==> src/rtl/wc_pkg.sv <==
// Shared definitions for the write cache controller.
// Holds the flush sequencer state type and the byte width used by every stage.
package wc_pkg;
    localparam int BYTE_W = 8;

    typedef enum logic [1:0] {
        FS_IDLE = 2'd0,   // no command open
        FS_OPEN = 2'd1,   // collecting bytes
        FS_SCAN = 2'd2,   // deciding on the current line
        FS_PROG = 2'd3    // waiting out a program pulse
    } fs_state_t;
endpackage

==> src/rtl/wc_cache_store.sv <==
// Cache byte storage with per-byte written flags and a wrapping write pointer.
// Assumes LINES and LINE_BYTES are powers of two, so the pointer wraps by overflow.
// One line at a time is read out, with unwritten bytes forced to zero.
module wc_cache_store #(
    parameter int LINES      = 8,
    parameter int LINE_BYTES = 8,
    parameter int LINE_W     = $clog2(LINES),
    parameter int OFF_W      = $clog2(LINE_BYTES),
    parameter int PTR_W      = LINE_W + OFF_W
) (
    input  logic                                clk,
    input  logic                                rst_n,
    input  logic                                clear,
    input  logic [OFF_W-1:0]                    start_off,
    input  logic                                wr_en,
    input  logic [wc_pkg::BYTE_W-1:0]           wr_data,
    input  logic [LINE_W-1:0]                   rd_line,
    output logic [LINE_BYTES*wc_pkg::BYTE_W-1:0] rd_data,
    output logic [LINE_BYTES-1:0]               rd_fill
);
    import wc_pkg::*;

    localparam int TOTAL = LINES * LINE_BYTES;

    logic [BYTE_W-1:0] mem [TOTAL];
    logic [TOTAL-1:0]  fill_q;
    logic [PTR_W-1:0]  ptr_q;

    // Store each accepted byte at the current pointer.
    always_ff @(posedge clk) begin
        if (wr_en) begin
            mem[ptr_q] <= wr_data;
        end
    end

    // Track written bytes and advance the pointer; a new command clears both.
    always_ff @(posedge clk) begin
        if (!rst_n) begin
            fill_q <= '0;
            ptr_q  <= '0;
        end else if (clear) begin
            fill_q <= '0;
            ptr_q  <= {{LINE_W{1'b0}}, start_off};
        end else if (wr_en) begin
            fill_q[ptr_q] <= 1'b1;
            ptr_q         <= ptr_q + PTR_W'(1);
        end
    end

    // Present the selected line, masking bytes that were never written.
    for (genvar b = 0; b < LINE_BYTES; b++) begin : g_byte
        logic [PTR_W-1:0] idx;
        assign idx = {rd_line, OFF_W'(b)};
        assign rd_fill[b] = fill_q[idx];
        assign rd_data[b*BYTE_W +: BYTE_W] = fill_q[idx] ? mem[idx] : '0;
    end

    // starting a command leaves no byte marked as written.
    a_r10_clear_empties: assert property (@(posedge clk) disable iff (!rst_n)
        clear |=> (fill_q == '0))
        else $error("cache not emptied by command start");

    // the pointer wraps from the last cache byte back to line 0, byte 0.
    a_r7_ptr_wrap: assert property (@(posedge clk) disable iff (!rst_n)
        (wr_en && !clear && (ptr_q == '1)) |=> (ptr_q == '0))
        else $error("write pointer did not wrap");
endmodule

==> src/rtl/wc_prot_check.sv <==
// Looks up the protect bit of the block that holds a page address.
// Assumes BLOCK_PAGES is a power of two that divides the page space evenly.
module wc_prot_check #(
    parameter int PAGE_W      = 10,
    parameter int BLOCK_PAGES = 64,
    parameter int BLK_SH      = $clog2(BLOCK_PAGES),
    parameter int BLOCKS      = (1 << PAGE_W) / BLOCK_PAGES
) (
    input  logic [PAGE_W-1:0] page_addr,
    input  logic [BLOCKS-1:0] mask,
    output logic              is_protected
);
    logic [PAGE_W-BLK_SH-1:0] blk;

    // Select the block index and return its mask bit.
    always_comb begin
        blk          = page_addr[PAGE_W-1:BLK_SH];
        is_protected = mask[blk];
    end
endmodule

==> src/rtl/wc_flush_seq.sv <==
// Command and flush sequencer.
// Opens a command on start, begins the flush on stop, and visits each cache line once.
// For an eligible line it fires a single program request, then waits PROG_CYCLES cycles.
// Assumes PROG_CYCLES >= 1.
module wc_flush_seq #(
    parameter int LINES       = 8,
    parameter int PROG_CYCLES = 12,
    parameter int LINE_W      = $clog2(LINES),
    parameter int CNT_W       = $clog2(PROG_CYCLES + 1)
) (
    input  logic              clk,
    input  logic              rst_n,
    input  logic              cmd_start,
    input  logic              stop,
    input  logic              line_eligible,
    output logic              busy,
    output logic              cmd_open,
    output logic              prog_fire,
    output logic [LINE_W-1:0] line_idx
);
    import wc_pkg::*;

    localparam logic [LINE_W-1:0] LAST_LINE = LINE_W'(LINES - 1);
    localparam logic [CNT_W-1:0]  CNT_LOAD  = CNT_W'(PROG_CYCLES - 1);

    fs_state_t         state_q;
    logic [LINE_W-1:0] line_q;
    logic [CNT_W-1:0]  cnt_q;

    // Step the command and flush state machine.
    always_ff @(posedge clk) begin
        if (!rst_n) begin
            state_q <= FS_IDLE;
            line_q  <= '0;
            cnt_q   <= '0;
        end else begin
            case (state_q)
                FS_IDLE: begin
                    if (cmd_start) state_q <= FS_OPEN;
                end
                FS_OPEN: begin
                    if (!cmd_start && stop) begin
                        state_q <= FS_SCAN;
                        line_q  <= '0;
                    end
                end
                FS_SCAN: begin
                    if (line_eligible) begin
                        state_q <= FS_PROG;
                        cnt_q   <= CNT_LOAD;
                    end else if (line_q == LAST_LINE) begin
                        state_q <= FS_IDLE;
                    end else begin
                        line_q <= line_q + LINE_W'(1);
                    end
                end
                FS_PROG: begin
                    if (cnt_q != '0) begin
                        cnt_q <= cnt_q - CNT_W'(1);
                    end else if (line_q == LAST_LINE) begin
                        state_q <= FS_IDLE;
                    end else begin
                        line_q  <= line_q + LINE_W'(1);
                        state_q <= FS_SCAN;
                    end
                end
                default: state_q <= FS_IDLE;
            endcase
        end
    end

    // Decode the externally visible status from the state.
    always_comb begin
        busy      = (state_q == FS_SCAN) || (state_q == FS_PROG);
        cmd_open  = (state_q == FS_OPEN);
        prog_fire = (state_q == FS_SCAN) && line_eligible;
        line_idx  = line_q;
    end

    // a flush only begins in the cycle after a stop.
    a_r4_rise_on_stop: assert property (@(posedge clk) disable iff (!rst_n)
        $rose(busy) |-> $past(stop))
        else $error("busy rose without stop");

    // each program request lasts exactly one cycle.
    a_r5_single_pulse: assert property (@(posedge clk) disable iff (!rst_n)
        prog_fire |=> !prog_fire)
        else $error("program request longer than one cycle");

    // a finished flush leaves no command open.
    a_r9_closed_after_flush: assert property (@(posedge clk) disable iff (!rst_n)
        $fell(busy) |-> !cmd_open)
        else $error("command still open after flush");
endmodule

==> src/rtl/wcache_ctrl.sv <==
// Multi-page write cache controller, top level.
// Captures the start page, routes bytes into the cache while a command is open,
// and on stop drives page-program requests line by line.
// Lines that are empty or fall in a protected block are skipped.
// Assumes a power-of-two geometry with rows of ROW_PAGES pages.
module wcache_ctrl #(
    parameter int ADDR_W      = 13,
    parameter int LINE_BYTES  = 8,
    parameter int LINES       = 8,
    parameter int ROW_PAGES   = 8,
    parameter int BLOCK_PAGES = 64,
    parameter int PROG_CYCLES = 12,
    parameter int OFF_W       = $clog2(LINE_BYTES),
    parameter int LINE_W      = $clog2(LINES),
    parameter int PAGE_W      = ADDR_W - OFF_W,
    parameter int ROWP_W      = $clog2(ROW_PAGES),
    parameter int ROW_W       = PAGE_W - ROWP_W,
    parameter int BLOCKS      = (1 << PAGE_W) / BLOCK_PAGES
) (
    input  logic                      clk,
    input  logic                      rst_n,
    input  logic                      cmd_start,
    input  logic [ADDR_W-1:0]         cmd_addr,
    input  logic                      wr_valid,
    input  logic [7:0]                wr_data,
    input  logic                      stop,
    input  logic [BLOCKS-1:0]         prot_mask,
    output logic                      busy,
    output logic                      prog_valid,
    output logic [ROW_W-1:0]          prog_row,
    output logic [ROWP_W-1:0]         prog_page,
    output logic [LINE_BYTES*8-1:0]   prog_data,
    output logic [LINE_BYTES-1:0]     prog_be
);
    localparam int BLK_SH = $clog2(BLOCK_PAGES);

    logic [PAGE_W-1:0]       start_page_q;
    logic                    accept_start;
    logic                    wr_en;
    logic                    cmd_open;
    logic                    prog_fire;
    logic [LINE_W-1:0]       line_idx;
    logic [PAGE_W-1:0]       cur_page;
    logic [LINE_BYTES*8-1:0] line_data;
    logic [LINE_BYTES-1:0]   line_fill;
    logic                    line_prot;
    logic                    line_eligible;
    logic [PAGE_W-1:0]       out_page;

    // Qualify incoming command events against the sequencer state.
    always_comb begin
        accept_start = cmd_start && !busy;
        wr_en        = wr_valid && cmd_open && !cmd_start && !stop;
    end

    // Latch the page that cache line 0 stands for.
    always_ff @(posedge clk) begin
        if (!rst_n) begin
            start_page_q <= '0;
        end else if (accept_start) begin
            start_page_q <= cmd_addr[ADDR_W-1:OFF_W];
        end
    end

    wc_cache_store #(
        .LINES      (LINES),
        .LINE_BYTES (LINE_BYTES)
    ) u_store (
        .clk       (clk),
        .rst_n     (rst_n),
        .clear     (accept_start),
        .start_off (cmd_addr[OFF_W-1:0]),
        .wr_en     (wr_en),
        .wr_data   (wr_data),
        .rd_line   (line_idx),
        .rd_data   (line_data),
        .rd_fill   (line_fill)
    );

    wc_prot_check #(
        .PAGE_W      (PAGE_W),
        .BLOCK_PAGES (BLOCK_PAGES)
    ) u_prot (
        .page_addr    (cur_page),
        .mask         (prot_mask),
        .is_protected (line_prot)
    );

    wc_flush_seq #(
        .LINES       (LINES),
        .PROG_CYCLES (PROG_CYCLES)
    ) u_seq (
        .clk           (clk),
        .rst_n         (rst_n),
        .cmd_start     (cmd_start),
        .stop          (stop),
        .line_eligible (line_eligible),
        .busy          (busy),
        .cmd_open      (cmd_open),
        .prog_fire     (prog_fire),
        .line_idx      (line_idx)
    );

    // Map the current line onto the array and decide whether it is programmed.
    always_comb begin
        cur_page      = start_page_q + PAGE_W'(line_idx);
        line_eligible = (|line_fill) && !line_prot;
    end

    // Drive the program request port.
    always_comb begin
        prog_valid = prog_fire;
        prog_row   = cur_page[PAGE_W-1:ROWP_W];
        prog_page  = cur_page[ROWP_W-1:0];
        prog_data  = line_data;
        prog_be    = line_fill;
        out_page   = {prog_row, prog_page};
    end

    // no request ever targets a page in a protected block.
    a_r8_prot_never_programmed: assert property (@(posedge clk) disable iff (!rst_n)
        prog_valid |-> !prot_mask[out_page[PAGE_W-1:BLK_SH]])
        else $error("request into protected block");

    // every request enables at least one byte.
    a_r6_be_nonempty: assert property (@(posedge clk) disable iff (!rst_n)
        prog_valid |-> (prog_be != '0))
        else $error("request with no byte enabled");

    // requests only appear during a flush.
    a_r4_prog_in_flush: assert property (@(posedge clk) disable iff (!rst_n)
        $rose(prog_valid) |-> ($past(busy) || $past(stop)))
        else $error("request outside a flush");
endmodule

==> config.mk <==
export PLATFORM = sky130hd
export DESIGN_NAME = wcache_ctrl
export DESIGN_NICKNAME = d
export VERILOG_FILES = /design/src/rtl/wc_pkg.sv /design/src/rtl/wc_cache_store.sv /design/src/rtl/wc_prot_check.sv /design/src/rtl/wc_flush_seq.sv /design/src/rtl/wcache_ctrl.sv
export SDC_FILE = /design/constraint.sdc
export NUM_CORES = 1
export LEC_CHECK = 0
export BUFFER_PORTS_ARGS = -buffer_cell sky130_fd_sc_hd__buf_4
export CAP_MARGIN = 15
export CORE_MARGIN = 3
export CORE_UTILIZATION = 61
export DETAILED_ROUTE_END_ITERATION = 10
export PLACE_DENSITY = 0.79
export SLEW_MARGIN = 20
export SYNTH_ARGS = -nofsm -noshare
export SYNTH_HDL_FRONTEND = slang
export SYNTH_HIERARCHICAL = 1
export SYNTH_SLANG_ARGS = --single-unit
==> constraint.sdc <==
create_clock -name clk -period 5.05 [get_ports clk]
set_input_delay 0.7575 -clock clk [delete_from_list [all_inputs] [get_ports clk]]
set_output_delay 0.7575 -clock clk [all_outputs]
set_load 0.02 [all_outputs]
==> results.sh <==
export IMPL_crit_chain="ha_1 -> inv_1 -> fa_1 -> nor2b_1 -> o21ai_0 -> xnor2_2 -> buf_4 -> mux4_1 -> mux2i_1 -> mux2i_1 -> a21oi_1 -> buf_4 -> nand2_1 -> nor2_1 -> buf_4"
export IMPL_fp_dieArea_um2=42300
export IMPL_logic_depth_of_the_worst_setup_path_including_buffers=15
export IMPL_pin_count_of_the_biggest_net_entering_global_routing=120
export IMPL_cp_slowest_stage_delay_ns=0.56
export IMPL_maxSlewHeadroom_pct=25.8
export IMPL_cts_buffer_depth=3
export IMPL_number_of_flip_flops_and_latches_in_the_synthesized_netlist=601
export IMPL_place_congestion=0.777
export IMPL_port_buffers=125
export IMPL_yosysSeqAreaShare_pct=70.5
export IMPL_flow_area_growth_from_synthesis_pct=14.0
export IMPL_gr_total_overflow=0
export IMPL_hold_path_cell_count=3
export IMPL_synthesis_nets=1304
export IMPL_synth_yosys_warnings=6
export IMPL_setup_viol=0
export IMPL_ff2ff_path_depth=11
export IMPL_postRouteWirelength_um=50900
export IMPL_max_freq_ghz=0.213
export IMPL_synth_lib_cells_used_distinct=57
export IMPL_worst_path_max_fanout=6
export IMPL_remaining_drc_errors=0
export IMPL_grt_first_pass_wirelength_um=77200
export IMPL_crit_slowest_cell="sky130_fd_sc_hd__mux4_1"
export IMPL_synth_edf_count=512
export IMPL_power_density_nw_per_um2=363
export IMPL_start_kind="flop"
export IMPL_required_ns=4.29
export IMPL_post_synth_main_area_contributors="sky130_fd_sc_hd__edfxtp_1 63%, sky130_fd_sc_hd__mux4_1 12%, sky130_fd_sc_hd__dfxtp_1 7.3%"
export IMPL_post_synth_top_area_fraction_pct=63.1
export IMPL_grt_antenna_before_repair=0
export IMPL_wire_per_inst_um=25.9
export IMPL_cap_violations=0
export IMPL_ir_drop_mv=0.253
export IMPL_post_cts_hold_buffers=0
export IMPL_top_level_ports=126
export IMPL_worstSetupPathType="flop to output port"
export IMPL_floorplan_initialDensity_pct=62.4
export IMPL_clk_pin_slew_worst_paths_ns=0.06
export IMPL_synth_area_per_cell_um2=19.4
export IMPL_numClockSinks=601
export IMPL_worst_endpoint_data_arrival_time_ns=3.95
export IMPL_cellInternalPower_mw=8.12
export IMPL_cts_buffers=57
export IMPL_min_path_type="input port to flop"
export IMPL_number_of_routed_nets_with_antenna_violations=0
export IMPL_worst_slew_pin_slew_ns=1.11
export IMPL_status="finished clean"
export IMPL_drt_pre_antenna_iters=5
export IMPL_design_power_total_mw=10.1
export IMPL_p_leak_nw=9.15
export IMPL_final_period_utilization_pct=93.1
export IMPL_fillCellCount=2291
export IMPL_core_area_um2=39000
export IMPL_area_used_by_multi_input_combinational_logic_um2=6760
export IMPL_critPathCaptureType="output port"
export IMPL_finalClockSkew_ns=0.0103
export IMPL_yosysMostFrequentCell="sky130_fd_sc_hd__edfxtp_1"
export IMPL_core_rows=72
export IMPL_dr_first_iter_drc_count=1197
export IMPL_crit_path_frequent_cell="sky130_fd_sc_hd__buf_4"
export IMPL_dpl_hpwl_um=28200
export IMPL_die_width_um=206
export IMPL_area_sequential_um2=17200
export IMPL_part_of_the_total_power_dissipated_in_combinational_logic_pct=3.0
export IMPL_fraction_of_layout_cells_with_a_size_suffix_above_1_pct=21.2
export IMPL_path_delay_family="multiplexers"
export IMPL_synthesis_area_um2=24300
export IMPL_worst_path_buf_inv=4
export IMPL_viasPerCell=6.34
export IMPL_p_switching_mw=1.95
export IMPL_netlist_instances=1253
export IMPL_timing_final_crit_period_ns=4.70
export IMPL_power_switching_share_pct=19.4
export IMPL_synth_top_cells_by_count="512 x sky130_fd_sc_hd__edfxtp_1, 113 x sky130_fd_sc_hd__nor2_1, 110 x sky130_fd_sc_hd__mux4_1"
export IMPL_cts_htree_levels=2
export IMPL_tritoncts_clock_tree="built"
export IMPL_synth_largest_area_cell="sky130_fd_sc_hd__edfxtp_1"
export IMPL_cts_root_buffer="sky130_fd_sc_hd__clkbuf_16"
export IMPL_async_reset_ff_share_pct=0
export IMPL_finalCoreUtilization_pct=71.1
export IMPL_drv_slew=0
export IMPL_fin_nets=1450
export IMPL_globalRouteTotalUtil_pct=24.6
export IMPL_proportion_of_power_drawn_by_flip_flops_and_latches_pct=53.6
export IMPL_route_vias_total=12500
export IMPL_dominantRegCellSynth="sky130_fd_sc_hd__edfxtp_1"
export IMPL_grt_pass1_vias=12800
export IMPL_clk_latency_ns=0.60
export IMPL_vertical_die_dimension_um=206
export IMPL_power_share_clock_pct=43.3
export IMPL_timing_hold_violations_final=0
[cells by family after synthesis]
kind of cell	after synthesis	synth area share (%)
AOI/OAI and AO/OA	106	3.28
adders and majority gates	9	0.493
muxes	227	19.1
DFF	601	70.5
buffers and inverters	85	2.07
and+or+nand+nor	213	4.20
xor gates and xnor gates	12	0.432
[worst register-to-register path: stages (launching register included)]
cell and delay, ns:
sky130_fd_sc_hd__dfxtp_4 0.36, sky130_fd_sc_hd__buf_12 0.61, sky130_fd_sc_hd__mux4_1 0.81, sky130_fd_sc_hd__mux2i_4 0.33
sky130_fd_sc_hd__inv_1 0.14, sky130_fd_sc_hd__nor4_1 0.30, sky130_fd_sc_hd__buf_4 0.19, sky130_fd_sc_hd__a21oi_1 0.07
sky130_fd_sc_hd__buf_4 0.16, sky130_fd_sc_hd__or4bb_1 0.47, sky130_fd_sc_hd__a21oi_1 0.17, sky130_fd_sc_hd__a311oi_1 0.09
[cell type report]
type / instances / share of cell area [%]
multi-input cells: 567 / 24.4
clock buffers: 74 / 5.44
well taps: 518 / 2.34
clock inverters: 31 / 1.43
inverters: 18 / 0.243
diodes: 1 / 0.00902
flip-flops and latches: 601 / 61.9
repair buffers: 154 / 4.30
[timing repair]
action | 4_1_cts | 5_1_grt
buffers inserted | 0 | 1
setup endpoints to repair | 0 | 1
gates resized for setup | 0 | 1
[state kept, by name, indices dropped and copies added (netlist names)]
register / cells
u_store/mem: 512
u_seq/line_idx: 3
start_page_q: 10
u_seq/cnt_q: 4
u_store/fill_q: 64
u_seq/state_q: 2
u_store/ptr_q: 6
[metrics by stage]
| step | hold WS (ns) | setup slack [ns] | cell area, um^2 | setup TNS [ns] | cells |
|---|---|---|---|---|---|
| after global placement | 0.438 | 0.924 | 25800 | 0 | 1857 |
| after global routing | 0.435 | -0.00184 | 27700 | -0.00184 | 1963 |
| after detailed placement | 0.450 | 0.806 | 25800 | 0 | 1857 |
| after floorplan | 0.432 | 0.654 | 24300 | 0 | 1253 |
| after CTS | 0.391 | 0.115 | 27700 | 0 | 1962 |
| final | 0.429 | 0.346 | 27700 | 0 | 1964 |
[layout by cell type (no fill, tap or decap), types with 3 or more instances in the layout]
master                      count
sky130_fd_sc_hd__mux2i_4        8
sky130_fd_sc_hd__buf_4        151
sky130_fd_sc_hd__a21boi_0      10
sky130_fd_sc_hd__o21a_1        66
sky130_fd_sc_hd__nand3_1        4
sky130_fd_sc_hd__a21oi_1        6
sky130_fd_sc_hd__nand4b_1       3
sky130_fd_sc_hd__mux4_1       110
sky130_fd_sc_hd__o21ai_0        8
sky130_fd_sc_hd__ha_1           8
sky130_fd_sc_hd__or3b_2         3
sky130_fd_sc_hd__dfxtp_4        3
sky130_fd_sc_hd__nand2b_1       7
sky130_fd_sc_hd__clkbuf_1      15
sky130_fd_sc_hd__inv_1         18
sky130_fd_sc_hd__nor2_1       113
sky130_fd_sc_hd__edfxtp_1     512
sky130_fd_sc_hd__nor2b_1        3
sky130_fd_sc_hd__bufinv_16     10
sky130_fd_sc_hd__buf_12         3
sky130_fd_sc_hd__xor2_1         6
sky130_fd_sc_hd__nor4_2         5
sky130_fd_sc_hd__nand2_1       35
sky130_fd_sc_hd__nand4bb_1      3
sky130_fd_sc_hd__clkinv_1       8
sky130_fd_sc_hd__clkinv_2      12
sky130_fd_sc_hd__mux4_2        38
sky130_fd_sc_hd__clkbuf_16     57
sky130_fd_sc_hd__nand3b_1       3
sky130_fd_sc_hd__xnor2_1        5
sky130_fd_sc_hd__dfxtp_1       86
sky130_fd_sc_hd__mux2i_1       70
sky130_fd_sc_hd__nor3_1        13
[path summary, 6_finish.rpt]
path	start	endpoint	slack [ns]
worst max-delay path	start_page_q[0]	prog_valid	0.35
worst min-delay path	cmd_addr[9]	start_page_q[6]	0.43
worst max register to register	u_seq/line_idx[0]	u_seq/line_idx[0]	1.20
worst min register to register	u_store/fill_q[46]	u_store/fill_q[46]	0.46
[power groups by stage]
stage               combinational, mW  sequential [mW]  clock, mW
finish                          0.307             5.40       4.37
global route                    0.332             5.40       4.62
global placement                0.299             5.51          0
detailed placement              0.308             5.51          0
CTS                             0.310             5.40       4.44
floorplan                       0.187             5.50          0
[layer usage]
layer  GRT usage, %  vias up  share of wire (%)
met1           33.2     6429                 39
met4           7.71        0                2.9
met2           41.5      506                 51
li1               -     5421                  -
met5              0        -                  0
met3           4.64       99                6.9
Note: power is estimated with default switching activity, not from simulation.
